File: config.mk
export PLATFORM = sky130hd
export DESIGN_NAME = rr_victim_select
export DESIGN_NICKNAME = d
export VERILOG_FILES = /design/src/rtl/rr_victim_select.sv
export SDC_FILE = /design/constraint.sdc
export NUM_CORES = 1
export LEC_CHECK = 0
export CORE_MARGIN = 5
export CORE_UTILIZATION = 65
export DETAILED_ROUTE_END_ITERATION = 10
export DONT_BUFFER_PORTS = 1
export PLACE_DENSITY = 0.86
export SLEW_MARGIN = 20
export SYNTH_ARGS = -nofsm -noshare
export SYNTH_HDL_FRONTEND = slang
export SYNTH_SLANG_ARGS = --single-unit
File: constraint.sdc
create_clock -name clk -period 9.7 [get_ports clk]
set_clock_uncertainty 0.15 [all_clocks]
set_input_delay 1.455 -clock clk [delete_from_list [all_inputs] [get_ports clk]]
set_output_delay 1.455 -clock clk [all_outputs]
set_load 0.02 [all_outputs]
File: src/rtl/rr_victim_select.sv
module rr_victim_select #(
  parameter int SETS     = 32,
  parameter int WAYS     = 32,
  parameter int MAX_LOCK = 28,
  localparam int SW = $clog2(SETS),
  localparam int WW = $clog2(WAYS),
  localparam int CW = $clog2(WAYS + 1)
) (
  input  logic          clk,
  input  logic          rst_n,
  input  logic [SW-1:0] set_idx,
  input  logic          alloc,
  input  logic          lock_req,
  input  logic          unlock_req,
  input  logic [CW-1:0] lock_ways,
  output logic [WW-1:0] victim_way,
  output logic          lock_err
);

  logic [CW-1:0] lock_q [SETS];
  logic [WW-1:0] ptr_q  [SETS];

  logic [WW-1:0] cur_ptr;
  logic [CW-1:0] cur_lock;
  logic          bad_lock;
  logic          at_last;
  logic [WW-1:0] adv_ptr;

  assign cur_ptr    = ptr_q[set_idx];
  assign cur_lock   = lock_q[set_idx];
  assign victim_way = cur_ptr;
  assign bad_lock   = lock_req && (lock_ways > CW'(MAX_LOCK));
  assign at_last    = (cur_ptr == WW'(WAYS - 1));
  assign adv_ptr    = at_last ? WW'(cur_lock) : cur_ptr + 1'b1;

  always_ff @(posedge clk) begin
    if (!rst_n) begin
      for (int s = 0; s < SETS; s++) begin
        lock_q[s] <= '0;
        ptr_q[s]  <= '0;
      end
      lock_err <= 1'b0;
    end else begin
      lock_err <= bad_lock;
      if (lock_req) begin
        if (!bad_lock) begin
          lock_q[set_idx] <= lock_ways;
          if (CW'(cur_ptr) < lock_ways) ptr_q[set_idx] <= WW'(lock_ways);
        end
      end else if (unlock_req) begin
        lock_q[set_idx] <= '0;
      end else if (alloc) begin
        ptr_q[set_idx] <= adv_ptr;
      end
    end
  end

  // the offered victim is never a locked way
  a_r2_not_locked: assert property (@(posedge clk) disable iff (!rst_n)
    CW'(victim_way) >= cur_lock);

  a_r3_advance: assert property (@(posedge clk) disable iff (!rst_n)
    (alloc && !lock_req && !unlock_req && !at_last)
    |=> ptr_q[$past(set_idx)] == $past(cur_ptr) + 1'b1);

  a_r4_wrap: assert property (@(posedge clk) disable iff (!rst_n)
    (alloc && !lock_req && !unlock_req && at_last)
    |=> ptr_q[$past(set_idx)] == WW'($past(cur_lock)));

  a_r5_lock_pull: assert property (@(posedge clk) disable iff (!rst_n)
    (lock_req && !bad_lock)
    |=> (lock_q[$past(set_idx)] == $past(lock_ways)) &&
        (CW'(ptr_q[$past(set_idx)]) >= $past(lock_ways)));

  a_r6_err_pulse: assert property (@(posedge clk) disable iff (!rst_n)
    bad_lock |=> lock_err);

  a_r6_no_change: assert property (@(posedge clk) disable iff (!rst_n)
    bad_lock |=> (lock_q[$past(set_idx)] == $past(cur_lock)) &&
                 (ptr_q[$past(set_idx)] == $past(cur_ptr)));

  a_r10_err_cause: assert property (@(posedge clk) disable iff (!rst_n)
    lock_err |-> $past(bad_lock));

  a_r7_unlock: assert property (@(posedge clk) disable iff (!rst_n)
    (unlock_req && !lock_req)
    |=> (lock_q[$past(set_idx)] == '0) && (ptr_q[$past(set_idx)] == $past(cur_ptr)));

endmodule

==> impl_metrics.json <==
{
  "startpoint": "set_idx[4]",
  "synth-seq-area-share_pct": 63.57,
  "wl_per_cell_um": 25.48,
  "fillers": 1583,
  "port_buffers": 0,
  "p_per_area_mw_per_mm2": 181.4,
  "synth_top_family_by_area": "simple AND/OR/NAND/NOR gates",
  "finalCritPeriodShare_pct": 61.68,
  "postSynthCellCount": 1213,
  "ys_async_sr_fraction_pct": 0,
  "utilization_pct": 70.91,
  "synth_commonest_cells": "edfxtp_1, nor2_1, nand2_1, mux2i_1, nor3_1",
  "die-width_um": 162.7,
  "grt_max_degree": 122,
  "hp-class": "in -> reg",
  "relSlewSlack_pct": 28.92,
  "ant_nets": 0,
  "ys_ff_latch": 321,
  "post-route-min-period_ns": 5.983,
  "place_congestion": 1.003,
  "crit_required_ns": 9.74,
  "total_leakage_power_nw": 5.373,
  "hpwl_mm": 25.78,
  "drc": 0,
  "synth_cell_types": 64,
  "max-vdd-ir-drop_v": 0.0001929,
  "synthSimpleGateAreaFrac_pct": 15.97,
  "synth_top_flop_cell": "edfxtp_1",
  "synthAdderAreaFrac_pct": 0.4956,
  "fin_nets": 1199,
  "yosysMostFrequentCell": "edfxtp_1",
  "dp_cells": 1457,
  "die_area_mm2": 0.02646,
  "syn_area_mm2": 0.01515,
  "htreeDepth": 1,
  "netlist.area_leader.share_pct": 63.44,
  "synth_xor_area_share_pct": 0,
  "arrival_ns": 6.02,
  "rows": 55,
  "clock_path_buffers": 3,
  "design.portCount": 22,
  "synth_fp_nets": 1235,
  "core_area_mm2": 0.02278,
  "num_vias": 10113,
  "path_clk_slew_ns": 0.06,
  "hold_path_startpoint": "rst_n",
  "n_antenna_cell": 0,
  "rr_startpoint": "ptr_q[22][3]$_SDFFCE_PN0P_",
  "maxCapViolCount": 0,
  "syn_to_final_growth_pct": 6.641,
  "clock-sinks": 321,
  "synth_compound_area_share_pct": 4.989,
  "clockRootBuffer": "clkbuf_16",
  "hold_viol": 0,
  "slew_violations": 0,
  "cp-start-kind": "input port",
  "drt_iter0_drc": 1410,
  "path_cells": "nand2_1 -> nor2_1 -> a22oi_1 -> nand4_1 -> ha_1 -> a21oi_1 -> nand2_1 -> o21ai_0 -> a21oi_4 -> buf_4 -> nand2b_1 -> buf_4 -> o21ai_0",
  "cts_hold_buf": 0,
  "hold_slack_ns": 0.8790,
  "grtUsageTotal_pct": 29.55,
  "rsz0062_at_grt": "false",
  "drive_gt1_share_pct": 11.19,
  "place_ws_ns": 3.343,
  "clk_latency_ns": 0.57,
  "wl_mm": 38.50,
  "yosys.area.top_type": "edfxtp_1",
  "fmax_ghz": 0.1671,
  "power.total_mw": 2.931,
  "dpl-instance-area_mm2": 0.01526,
  "cp_slowest_cell": "nor2_1",
  "outcome": "finished, final reports clean",
  "cts_repair_resize_count": 0,
  "netlist_top_cells_area": "edfxtp_1, mux4_2, nor2_1",
  "fin_area_mm2": 0.01615,
  "fp.dieH_um": 162.7,
  "final_cells": 1511,
  "tightest_slew_ns": 1.062,
  "postCtsSetupBuffers": 0,
  "synth_edf_count": 320,
  "synth.avg_cell_area_um2": 12.49,
  "cts_tree": "done",
  "start_util_pct": 66.50,
  "worstSetupPathType": "in -> reg",
  "critPathMaxStageDelay_ns": 0.88,
  "yosys_warnings": 0,
  "synthMuxAreaShare_pct": 11.63,
  "grt_pass1_wl_mm": 59.11,
  "dr.pass1.iters": 6,
  "cts_made_buffers": 31,
  "grt-ovfl-total": 0,
  "setup_viol_count_final": 0,
  "vias_per_cell": 6.693,
  "worst_slack_ns": 3.717,
  "grt_pass1_vias": 9896,
  "endpoint_kind": "register",
  "setup_tns_ns": 0,
  "antenna_found_initial": 0,
  "cp_max_fo": 65
}
worst max-delay path, delay by kind of cell:
| kind | cells | cell delay [ns] |
|---|---|---|
| buffers and inverters | 2 | 0.71 |
| and+or+nand+nor | 5 | 2.15 |
| adders and majority gates | 1 | 0.35 |
| AOI/OAI and AO/OA | 5 | 1.30 |
cell usage in the layout, fill, tap and decap left out, drive strengths merged, types with 2 or more instances in the layout:
cell type | Yosys | layout
edfxtp | 320 | 320
nor2 | 280 | 280
nand2 | 142 | 142
nor3 | 71 | 71
mux2i | 68 | 68
mux4 | 47 | 47
clkbuf | 47 | 42
o21ai | 40 | 40
nor4 | 22 | 22
buf | 44 | 22
a22oi | 15 | 15
nand2b | 12 | 12
o22ai | 11 | 11
a21oi | 11 | 11
inv | 9 | 11
clkinv | 1 | 11
o32ai | 7 | 7
ha | 6 | 6
nand3 | 6 | 6
or2 | 5 | 5
nand4 | 4 | 4
a2111oi | 4 | 4
nand3b | 3 | 3
nor2b | 3 | 3
or3 | 3 | 3
o32a | 2 | 2
o221ai | 2 | 2
and2 | 2 | 2
mux2 | 2 | 2
a41o | 2 | 2
sequential cells by signal, indices dropped and copies added, names as in the netlist:
name      cells
lock_err      1
ptr_q       160
lock_q      160
per-layer routing:
metal / GRT usage, % / vias to the layer above / wire length (µm)
met3: 6.732 / 107 / 4410
li1: - / 4411 / -
met5: 0 / - / 0
met2: 46.31 / 679 / 18310
met1: 41.41 / 4916 / 14200
met4: 10.90 / 0 / 1588
cell type report:
type	count	area, µm²	area share, %
multi-input combinational	791	5040	31.20
clock buffer	42	817.0	5.058
clock inverter	12	72.57	0.4493
tap	313	391.6	2.424
sequential	321	9629	59.61
inverter	10	37.54	0.2324
timing repair buffer	22	165.2	1.022
path summary, 6_finish.rpt:
path	end	slack, ns	depth (start not counted)
worst max-delay path	ptr_q[8][2]$_SDFFCE_PN0P_	3.72	13
worst min-delay path	lock_err$_SDFF_PN0_	0.88	2
worst max register to register	ptr_q[8][2]$_SDFFCE_PN0P_	4.41	15
worst min register to register	ptr_q[2][4]$_SDFFCE_PN0P_	1.35	8
where the power goes:
group / total (mW) / leakage [nW] / internal [mW] / switching [mW]
Sequential: 1.61 / 3.18 / 1.59 / 0.0205
Combinational: 0.240 / 1.75 / 0.0784 / 0.162
Clock: 1.08 / 0.434 / 0.589 / 0.495
logic make-up after synthesis:
kind of cell / count (synthesis)
muxes: 117
DFF: 321
AOI/OAI and AO/OA: 111
adders and majority gates: 6
and+or+nand+nor: 557
buffers and inverters: 101
(Power assumes the default switching activity.)
